[config.mk]
export PLATFORM = sky130hd
export DESIGN_NAME = evt_frame_packer
export DESIGN_NICKNAME = d
export VERILOG_FILES = /design/src/rtl/evtpk_pkg.sv /design/src/rtl/evtpk_head_rows.sv /design/src/rtl/evtpk_group_rows.sv /design/src/rtl/evtpk_roi_max.sv /design/src/rtl/evt_frame_packer.sv
export SDC_FILE = /design/constraint.sdc
export NUM_CORES = 1
export LEC_CHECK = 0
export BUFFER_PORTS_ARGS = -buffer_cell sky130_fd_sc_hd__buf_4
export CAP_MARGIN = 20
export CORE_MARGIN = 2
export CORE_UTILIZATION = 30
export DETAILED_ROUTE_END_ITERATION = 7
export GPL_ROUTABILITY_DRIVEN = 0
export GPL_TIMING_DRIVEN = 0
export HOLD_SLACK_MARGIN = 0.02
export PLACE_DENSITY = 0.52
export SYNTH_ARGS = -nofsm -noshare
export SYNTH_HDL_FRONTEND = slang
export SYNTH_SLANG_ARGS = --single-unit
[constraint.sdc]
create_clock -name clk -period 11.5 [get_ports clk]
set_clock_uncertainty 0.15 [all_clocks]
set_input_delay 0.575 -clock clk [delete_from_list [all_inputs] [get_ports clk]]
set_output_delay 0.575 -clock clk [all_outputs]
set_load 0.05 [all_outputs]
[src/rtl/evtpk_pkg.sv]
package evtpk_pkg;
    localparam int LANES    = 4;
    localparam int LANE_W   = 16;
    localparam int ROW_W    = LANES * LANE_W;
    localparam int HDR_ROWS = 7;
    localparam int GRP_PRE  = 3;

    typedef logic [LANE_W-1:0] lane_t;
    typedef logic [ROW_W-1:0]  row_t;

    localparam lane_t START_FLAG = 16'hFB01;
    localparam lane_t CRC_FAKE   = 16'h4242;
    localparam lane_t END_FLAG   = 16'h04FE;

    typedef enum logic [2:0] {
        ST_IDLE, ST_HEAD, ST_GID, ST_GSTOP, ST_GROI, ST_DATA, ST_FOOT, ST_DONE
    } pk_state_e;

    typedef enum logic [1:0] {GSEL_ID, GSEL_STOP, GSEL_ROI} gsel_e;

    typedef struct packed {
        lane_t         length;
        lane_t         version;
        lane_t         trig_type;
        logic [31:0]   evt_count;
        logic [3:0]    crate;
        logic [3:0]    board;
        row_t          temps;
        logic [127:0]  dacs;
    } hdr_fields_t;
endpackage

[src/rtl/evtpk_head_rows.sv]
module evtpk_head_rows
    import evtpk_pkg::*;
(
    input  hdr_fields_t f_i,
    input  logic [2:0]  idx_i,
    output row_t        row_o
);
    always_comb begin
        unique case (idx_i)
            3'd0:    row_o = {16'h0000, f_i.version, f_i.length, START_FLAG};
            3'd1,
            3'd2:    row_o = {16'h0000, f_i.trig_type, f_i.evt_count[15:0], f_i.evt_count[31:16]};
            3'd3:    row_o = {48'h0, 4'h0, f_i.crate, 4'h8, f_i.board};
            3'd4:    row_o = f_i.temps;
            3'd5:    row_o = f_i.dacs[63:0];
            3'd6:    row_o = f_i.dacs[127:64];
            default: row_o = '0;
        endcase
    end
endmodule

[src/rtl/evtpk_group_rows.sv]
module evtpk_group_rows
    import evtpk_pkg::*;
#(
    parameter int GRP_W = 4
) (
    input  logic [GRP_W-1:0] grp_i,
    input  gsel_e            sel_i,
    input  row_t             stop_i,
    input  row_t             roi_i,
    output row_t             row_o
);
    row_t id_row;

    for (genvar k = 0; k < LANES; k++) begin : g_lane
        assign id_row[k*LANE_W +: LANE_W] = LANE_W'(k << 4) | LANE_W'(grp_i);
    end

    always_comb begin
        unique case (sel_i)
            GSEL_ID:   row_o = id_row;
            GSEL_STOP: row_o = stop_i;
            GSEL_ROI:  row_o = roi_i;
            default:   row_o = '0;
        endcase
    end
endmodule

[src/rtl/evtpk_roi_max.sv]
module evtpk_roi_max
    import evtpk_pkg::*;
(
    input  row_t  widths_i,
    output lane_t max_o
);
    always_comb begin
        max_o = '0;
        for (int k = 0; k < LANES; k++) begin
            if (widths_i[k*LANE_W +: LANE_W] > max_o)
                max_o = widths_i[k*LANE_W +: LANE_W];
        end
    end
endmodule

[src/rtl/evt_frame_packer.sv]
module evt_frame_packer
    import evtpk_pkg::*;
#(
    parameter int unsigned       ADDR_W   = 16,
    parameter logic [ADDR_W-1:0] BASE_ROW = 16'h2000,
    parameter int unsigned       N_GROUPS = 10
) (
    input  logic              clk,
    input  logic              rst_n,
    input  logic              start_i,
    input  logic [15:0]       pkt_len_i,
    input  logic [15:0]       version_i,
    input  logic [15:0]       trig_type_i,
    input  logic [31:0]       evt_count_i,
    input  logic [3:0]        crate_id_i,
    input  logic [3:0]        board_id_i,
    input  logic [63:0]       temps_i,
    input  logic [127:0]      dacs_i,
    input  logic [63:0]       stop_pos_i,
    input  logic [63:0]       roi_i,
    input  logic              sample_valid_i,
    input  logic [63:0]       sample_i,
    output logic              sample_ready_o,
    output logic              wr_en_o,
    output logic [ADDR_W-1:0] wr_addr_o,
    output logic [63:0]       wr_data_o,
    output logic              done_o
);
    localparam int GRP_W = (N_GROUPS > 1) ? $clog2(N_GROUPS) : 1;
    localparam logic [GRP_W-1:0] LAST_GRP = GRP_W'(N_GROUPS - 1);
    localparam logic [2:0] LAST_HDR = 3'(HDR_ROWS - 1);

    pk_state_e         state_q, state_d;
    hdr_fields_t       fields_q;
    row_t              stop_q, roi_q;
    logic [2:0]        hdr_idx_q;
    logic [GRP_W-1:0]  grp_q;
    lane_t             smp_q;
    lane_t             nsmp;
    logic [ADDR_W-1:0] addr_q;
    logic              fire, last_smp, grp_adv, take_start;
    gsel_e             gsel;
    row_t              head_row, grp_row;

    evtpk_head_rows u_head (
        .f_i   (fields_q),
        .idx_i (hdr_idx_q),
        .row_o (head_row)
    );

    evtpk_group_rows #(.GRP_W(GRP_W)) u_grp (
        .grp_i  (grp_q),
        .sel_i  (gsel),
        .stop_i (stop_q),
        .roi_i  (roi_q),
        .row_o  (grp_row)
    );

    evtpk_roi_max u_max (
        .widths_i (roi_q),
        .max_o    (nsmp)
    );

    assign take_start = (state_q == ST_IDLE) && start_i;
    assign fire       = (state_q == ST_DATA) && sample_valid_i;
    assign last_smp   = (smp_q == nsmp - 16'd1);
    assign grp_adv    = (state_d == ST_GID) &&
                        ((state_q == ST_GROI) || (state_q == ST_DATA));

    // next-state logic
    always_comb begin
        state_d = state_q;
        unique case (state_q)
            ST_IDLE:  if (start_i) state_d = ST_HEAD;
            ST_HEAD:  if (hdr_idx_q == LAST_HDR) state_d = ST_GID;
            ST_GID:   state_d = ST_GSTOP;
            ST_GSTOP: state_d = ST_GROI;
            ST_GROI: begin
                if (nsmp != '0)             state_d = ST_DATA;
                else if (grp_q == LAST_GRP) state_d = ST_FOOT;
                else                        state_d = ST_GID;
            end
            ST_DATA: begin
                if (fire && last_smp)
                    state_d = (grp_q == LAST_GRP) ? ST_FOOT : ST_GID;
            end
            ST_FOOT:  state_d = ST_DONE;
            ST_DONE:  state_d = ST_IDLE;
            default:  state_d = ST_IDLE;
        endcase
    end

    // state register and frame counters
    always_ff @(posedge clk or negedge rst_n) begin
        if (!rst_n) begin
            state_q   <= ST_IDLE;
            fields_q  <= '0;
            stop_q    <= '0;
            roi_q     <= '0;
            hdr_idx_q <= '0;
            grp_q     <= '0;
            smp_q     <= '0;
            addr_q    <= BASE_ROW;
        end else begin
            state_q <= state_d;
            if (take_start) begin
                fields_q  <= '{length: pkt_len_i, version: version_i,
                               trig_type: trig_type_i, evt_count: evt_count_i,
                               crate: crate_id_i, board: board_id_i,
                               temps: temps_i, dacs: dacs_i};
                stop_q    <= stop_pos_i;
                roi_q     <= roi_i;
                hdr_idx_q <= '0;
                grp_q     <= '0;
                smp_q     <= '0;
                addr_q    <= BASE_ROW;
            end else begin
                if (wr_en_o)              addr_q    <= addr_q + 1'b1;
                if (state_q == ST_HEAD)   hdr_idx_q <= hdr_idx_q + 3'd1;
                if (state_q == ST_GROI)   smp_q     <= '0;
                else if (fire)            smp_q     <= smp_q + 16'd1;
                if (grp_adv)              grp_q     <= grp_q + 1'b1;
            end
        end
    end

    // outputs
    always_comb begin
        wr_en_o        = 1'b0;
        wr_data_o      = '0;
        sample_ready_o = 1'b0;
        done_o         = 1'b0;
        gsel           = GSEL_ID;
        unique case (state_q)
            ST_IDLE: ;
            ST_HEAD: begin
                wr_en_o   = 1'b1;
                wr_data_o = head_row;
            end
            ST_GID: begin
                wr_en_o   = 1'b1;
                wr_data_o = grp_row;
            end
            ST_GSTOP: begin
                gsel      = GSEL_STOP;
                wr_en_o   = 1'b1;
                wr_data_o = grp_row;
            end
            ST_GROI: begin
                gsel      = GSEL_ROI;
                wr_en_o   = 1'b1;
                wr_data_o = grp_row;
            end
            ST_DATA: begin
                sample_ready_o = 1'b1;
                wr_en_o        = sample_valid_i;
                wr_data_o      = sample_i;
            end
            ST_FOOT: begin
                wr_en_o   = 1'b1;
                wr_data_o = {32'h0, END_FLAG, CRC_FAKE};
            end
            ST_DONE: done_o = 1'b1;
            default: ;
        endcase
    end

    assign wr_addr_o = addr_q;

    // ---------------- assertions ----------------
    logic              have_prev_q;
    logic [ADDR_W-1:0] prev_addr_q;
    always_ff @(posedge clk or negedge rst_n) begin
        if (!rst_n) begin
            have_prev_q <= 1'b0;
            prev_addr_q <= '0;
        end else if (take_start) begin
            have_prev_q <= 1'b0;
        end else if (wr_en_o) begin
            have_prev_q <= 1'b1;
            prev_addr_q <= wr_addr_o;
        end
    end

    p_idle_quiet_r1: assert property (@(posedge clk) disable iff (!rst_n)
        (state_q == ST_IDLE) |-> (!wr_en_o && !sample_ready_o && !done_o));

    p_rows_contig_r8: assert property (@(posedge clk) disable iff (!rst_n)
        (wr_en_o && have_prev_q) |-> (wr_addr_o == prev_addr_q + 1'b1));

    p_smp_bound_r7: assert property (@(posedge clk) disable iff (!rst_n)
        (state_q == ST_DATA) |-> (smp_q < nsmp));

    p_done_pulse_r10: assert property (@(posedge clk) disable iff (!rst_n)
        done_o |=> !done_o);

    p_done_after_foot_r10: assert property (@(posedge clk) disable iff (!rst_n)
        $rose(done_o) |-> ($past(wr_en_o) &&
                           $past(wr_data_o) == {32'h0, END_FLAG, CRC_FAKE}));

    p_first_row_r12: assert property (@(posedge clk) disable iff (!rst_n)
        take_start |=> (wr_en_o && wr_addr_o == BASE_ROW));
endmodule

# Word level (Yosys, flattened, before mapping)
# Index checks and enable logic that the tools add are counted.
# W data, S select, Z words.
[word_totals]
regBits = 450
in_bits = 476
elab_cells = 84
[op_classes]
n_addsub = 5
order_cmp = 4
eq_ne = 18
muxes = 26
reduce_logical = 16
[ops]
columns = ["op", "n"]
rows = [
  ["$pmux W64 S6", 1],
  ["$pmux W64 S4", 1],
  ["$pmux W64 S3", 1],
  ["$mux W16", 9],
  ["$gt A16 B16 Y1", 3],
  ["$add A16 B1 Y16 const B", 2],
  ["$pmux W3 S8", 1],
  ["$eq A3 B3 Y1 const B", 7],
  ["$mux W3", 7],
  ["$eq A16 B16 Y1", 1],
  ["$gt A16 B1 Y1 const B", 1],
  ["$reduce_bool A16 Y1", 1],
  ["$sub A16 B1 Y16 const B", 1],
  ["$eq A3 B2 Y1 const B", 5],
  ["$mux W4", 2],
  ["$eq A3 B1 Y1 const B", 2],
  ["$logic_not A3 Y1", 2],
  ["$reduce_bool A2 Y1", 3],
  ["$reduce_or A5 Y1", 1],
  ["$add A4 B1 Y4 const B", 1],
  ["$eq A4 B4 Y1 const B", 1],
  ["$logic_and A1 B1 Y1", 4],
  ["$pmux W2 S2", 1],
  ["$add A3 B1 Y3 const B", 1],
  ["other kinds (9)", 10],
]

# Longest topological paths before layout
[depth]
word_depth = 17
depth_mapped = 45
mapped_depth_nobuf = 38

# Cells and area by module
# A second synthesis with hierarchy kept.
[hier_totals]
cells_unflattened = 3108
hier_area_um2 = 25730.9
[by_module_without_submodules]
columns = ["module", "instances", "cells_per_inst", "area_each_um2"]
rows = [
  ["evt_frame_packer", 1, 2336, 19852.8],
  ["evtpk_head_rows", 1, 388, 2813.9],
  ["evtpk_roi_max", 1, 277, 2173.3],
  ["evtpk_group_rows", 1, 107, 890.9],
]

# Worst setup path before layout
# No wires, ideal clock.
[synth_timing]
path_type = "flip-flop to flip-flop"
start = "register roi_q[1]"
end = "register grp_q[3]"
arrival_ns = 8.980
path_slack_ns = 2.292
stages_incl_launch_ff = 43
n_path_buf = 7
period_less_slack_ns = 9.208
path_cell_list = "dfrtp_1 inv_2 ha_1 nor2b_1 o211ai_1 a2111o_1 a31oi_4 buf_2 buf_1 nor2_1 a21oi_1 ha_1 a211oi_1 o21ai_0 a21o_1 a2111oi_0 a31o_2 o21ai_1 [... 7 more ...] a2111oi_0 o21ai_0 o21ai_0 clkbuf_1 clkbuf_1 clkbuf_1 nor2_1 a21oi_1 ha_1 inv_1 a311oi_1 nand2_1 a211oi_1 a22oi_1 a2111oi_1 a32oi_1 or3_1 a21oi_1"
[synth_via]
elab_chain_len = 16
word_cells_on_any_way = 18
classes_between = "add/sub: 1; order compare: 4; eq/ne: 2; mux: 7; reduce/logical: 4"
[synth_rtl]
columns = ["item", "line", "text"]
rows = [
  ["from (decl)", "evt_frame_packer.sv:35", "row_t stop_q, roi_q;"],
  ["from (signal assigned)", "evt_frame_packer.sv:112", "roi_q <= roi_i;"],
  ["$gt A16 B1 Y1", "evtpk_roi_max.sv:10", "if (widths_i[k*LANE_W +: LANE_W] > max_o)"],
  ["$mux W16 (*)", "evtpk_roi_max.sv:10", ""],
  ["$gt A16 B16 Y1", "evtpk_roi_max.sv:10", ""],
  ["$mux W16 (*)", "evtpk_roi_max.sv:10", ""],
  ["$gt A16 B16 Y1", "evtpk_roi_max.sv:10", ""],
  ["$mux W16 (*)", "evtpk_roi_max.sv:10", ""],
  ["$gt A16 B16 Y1", "evtpk_roi_max.sv:10", ""],
  ["$mux W16 (*)", "evtpk_roi_max.sv:10", ""],
  ["$sub A16 B1 Y16", "evt_frame_packer.sv:66", "assign last_smp = (smp_q == nsmp - 16'd1);"],
  ["$eq A16 B16 Y1", "evt_frame_packer.sv:66", ""],
  ["$logic_and A1 B1 Y1", "evt_frame_packer.sv:84", "if (fire && last_smp)"],
  ["$mux W3", "evt_frame_packer.sv:84", ""],
  ["$pmux W3 S8 (*)", "evt_frame_packer.sv:73", "unique case (state_q)"],
  ["$eq A3 B2 Y1 (*)", "evt_frame_packer.sv:67", "assign grp_adv = (state_d == ST_GID) &&"],
  ["$logic_and A1 B1 Y1 (*)", "evt_frame_packer.sv:67", ""],
  ["$reduce_bool A2 Y1 (no source line) (*)", "-", ""],
  ["to (signal assigned)", "evt_frame_packer.sv:122", "if (grp_adv) grp_q <= grp_q + 1'b1;"],
  ["to (decl)", "evt_frame_packer.sv:37", "logic [GRP_W-1:0] grp_q;"],
]
# Mark *: on every way between the ends. The rest lies on a longest branch, timed or not.
# A chain may end at the register's enable or synchronous reset.

# Worst setup path after layout
[layout_timing]
start = "register roi_q[5]"
end = "register grp_q[3]"
# The elaborated chain is that of the path after synthesis.

==> flow_summary.ini <==
[worst_setup_path]
endpoint = grp_q[3]
critPathTopFamily = compound AO/OA/AOI/OAI gates
rrSetupSlack_ps = 610
critPathLaunch = roi_q[5]
slowest_delay_ps = 590
startpoint_type = flip-flop
worst_r2r_path_depth = 40
r2r-end = grp_q[3]
cp_data_required_time_ps = 11870
critPathArrivalTime_ps = 11250
crit_cells = 40
reg2reg_from = roi_q[5]
critPathMaxFanout = 11
path_buf_inv = 9
setup.worst_path.end_class = flip-flop
crit_type = flip-flop to flip-flop
critPathSlowestCell = dfrtp_1

[cells_and_area]
drive_gt1_share_pct = 19.4
fill_cells = 7967
area_growth_pct = 46.8
regArea_mm2 = 0.0113
final_nets = 4389
final_util_pct = 44.3
multi_input_area_mm2 = 0.0116

[floorplan]
rows = 103
ios = 559
coreArea_mm2 = 0.0786
die_area_mm2 = 0.0813
die_h_um = 285
start_util_pct = 30.2
die_x_um = 285

[outcome]
status = complete, but fails checks
failed_checks = design-rule violations

[pwr]
seq_power_share_pct = 22.0
clkPwrFrac_pct = 14.1
power_switching_mw = 6.92
powerDensity_mw_per_mm2 = 373
power_mw = 13.0
leakage_nw = 17.2
vdd_drop_max_mv = 0.288
comb_power_share_pct = 63.9
internal_power_mw = 6.08
p_sw_share_pct = 53.2

[sta]
relSlewSlack_pct = 22.4
fmax_mhz = 91.9
fin_tns_setup_ps = 0
min_period_ps = 10890
fin_crit_sh_pct = 94.7
slew_viol_final = 0
finalSetupViolCount = 0
worst_slack_ps = 614
hold_viol = 0
rsz0062_at_grt = false
worst_slew_pin_slew_ps = 1160

[clock_tree]
ctsLongestPathBuffers = 3
htreeDepth = 2
clk_latency_ps = 640
postCtsSetupRepairBufs = 0
clkTransAtPathRegs_ps = 70
clock-sinks = 450
ctsRootBufferMaster = clkbuf_16
cts_made_buffers = 54
cts_tree = done

[yosys]
async_flop_share_pct = 100
synth_most_common_cell = nand2_1
yosysTopAreaCellShare_pct = 47.4
synthTopCellsByCount = 1313 x nand2_1, 449 x dfrtp_1, 169 x clkbuf_1
synth_area_per_cell_um2 = 8.19
syn_area_mm2 = 0.0237
synthCells = 2894
synth_top_flop_cell = dfrtp_1
synth-edff-count = 0
yosysSeqAreaShare_pct = 47.5
syn_nets = 3426
synthTopCellsByArea = dfrtp_1 47%, nand2_1 21%, ha_1 3.0%
yosysTopAreaCell = dfrtp_1
synthDistinctLibCells = 80
synth-seq-cells = 450
yosys_warnings = 0

[global_route]
grt_use_total_pct = 30.7
antenna_found_initial = 9
grt_max_degree = 115
grt_pass1_vias = 25600
grt_pass1_wl_um = 180000
gr-total-overflow = 0

[detailed_routing]
drt_iter0_markers = 2253
first_pass_iters = 8
post_drt_wl_per_cell_um = 25.9
via_per_inst = 5.18
wl_um = 128000
ant_nets = 0
drc = 2
via_count = 25700

[placed_design]
port_buffers = 558
dp_hpwl_um = 99500
post-place-ws_ps = -1200

[hold_path]
hold_path.class = input pin to flip-flop
hold_path_startpoint = roi_i[53]

[flow_run]
drv_cap = 0
## final cells by class
| cell class | instances | share of cell area (%) |
|---|---|---|
| Multi-Input combinational cell | 2206 | 33.3 |
| Sequential cell | 450 | 32.4 |
| Timing Repair Buffer | 909 | 22.4 |
| Clock buffer | 80 | 4.74 |
| Tap cell | 1050 | 3.77 |
| Buffer | 187 | 2.10 |
| Clock inverter | 22 | 0.730 |
| Inverter | 49 | 0.528 |
| Antenna cell | 11 | 0.0791 |
## registers in the layout (all words and copies together), names as in the netlist
name       flops
fields_q     280
state_q        3
wr_addr_o     16
grp_q          4
smp_q         16
stop_q        64
roi_q         64
hdr_idx_q      3
## what timing repair did
action                                 in CTS  in global routing
setup endpoints to repair                   7                  7
cloned                                      0                  0
endpoints found under the hold margin     444                  1
resized for setup                          10                 16
hold buffers                              338                  1
## logic make-up after synthesis
family | Yosys count | share of synthesized area (%)
xor gates and xnor gates | 42 | 1.55
DFF | 450 | 47.5
muxes | 90 | 4.02
AOI/OAI and AO/OA | 456 | 13.5
buffers and inverters | 238 | 3.83
adders and majority gates | 56 | 2.96
and+or+nand+nor | 1562 | 26.6
## routing by layer
layer / routed length, um / share of wire, % / global-route usage, %
met4: 5720 / 4.5 / 12.9
met1: 53600 / 42 / 40.7
met2: 59000 / 46 / 49.4
met3: 10100 / 7.9 / 5.72
met5: 14 / 0.011 / 0
## cell usage in the layout (no fill, tap or decap), types with 12 or more instances in the layout
| cell type | netlist | routed |
|---|---|---|
| dlygate4sd3_1 | 0 | 339 |
| o221ai_1 | 51 | 51 |
| nor2_1 | 77 | 77 |
| xnor2_1 | 14 | 14 |
| or3_1 | 22 | 22 |
| nand4_1 | 25 | 25 |
| nor4_1 | 12 | 12 |
| nor3_1 | 24 | 23 |
| mux2_2 | 41 | 41 |
| a221o_1 | 14 | 14 |
| clkbuf_1 | 169 | 165 |
| nand2_1 | 1313 | 1312 |
| dfrtp_1 | 449 | 449 |
| a222oi_1 | 20 | 20 |
| a22oi_1 | 34 | 34 |
| a211oi_1 | 14 | 14 |
| inv_1 | 48 | 48 |
| a21o_1 | 12 | 12 |
| nand3_1 | 25 | 25 |
| ha_1 | 56 | 56 |
| o21ai_0 | 89 | 88 |
| buf_4 | 2 | 562 |
| xor2_1 | 28 | 28 |
| and3_1 | 13 | 13 |
| clkbuf_16 | 0 | 54 |
| buf_1 | 13 | 12 |
| a21oi_1 | 104 | 102 |
| clkbuf_8 | 0 | 20 |
| a22o_1 | 24 | 24 |
| mux2i_1 | 49 | 47 |
## stage by stage
stage	std cells	area, um^2	hold slack (ps)
5_1_grt	4960	34800	24.8
3_3_place_gp	4502	29200	303
3_5_place_dp	4512	29400	308
2_1_floorplan	2894	23700	129
4_1_cts	4952	34700	20.1
6_report	4964	34800	40.1
## power groups by stage
stage | Combinational (mW) | Clock (mW) | Sequential (mW)
floorplan | 5.16 | 0 | 2.64
global placement | 7.80 | 0 | 2.86
detailed placement | 7.89 | 0 | 2.87
CTS | 8.07 | 1.85 | 2.85
global route | 8.89 | 1.91 | 2.93
finish | 8.30 | 1.83 | 2.86
## worst register-to-register path: cells and delay by family (launching register included)
family / cells / cell delay [ps]
fa+ha+maj: 4 / 1220
simple gates: 8 / 1200
buf+inv: 9 / 2110
flops: 1 / 590
compound gates: 19 / 5510
## worst min path at each step
stage	endpoint	depth (start not counted)
global route	fields_q[6]	3
detailed placement	fields_q[230]	2
global placement	fields_q[172]	2
floorplan	fields_q[0]	0
CTS	roi_q[14]	3
finish	roi_q[53]	3
Power figures use the tool's default switching activity.
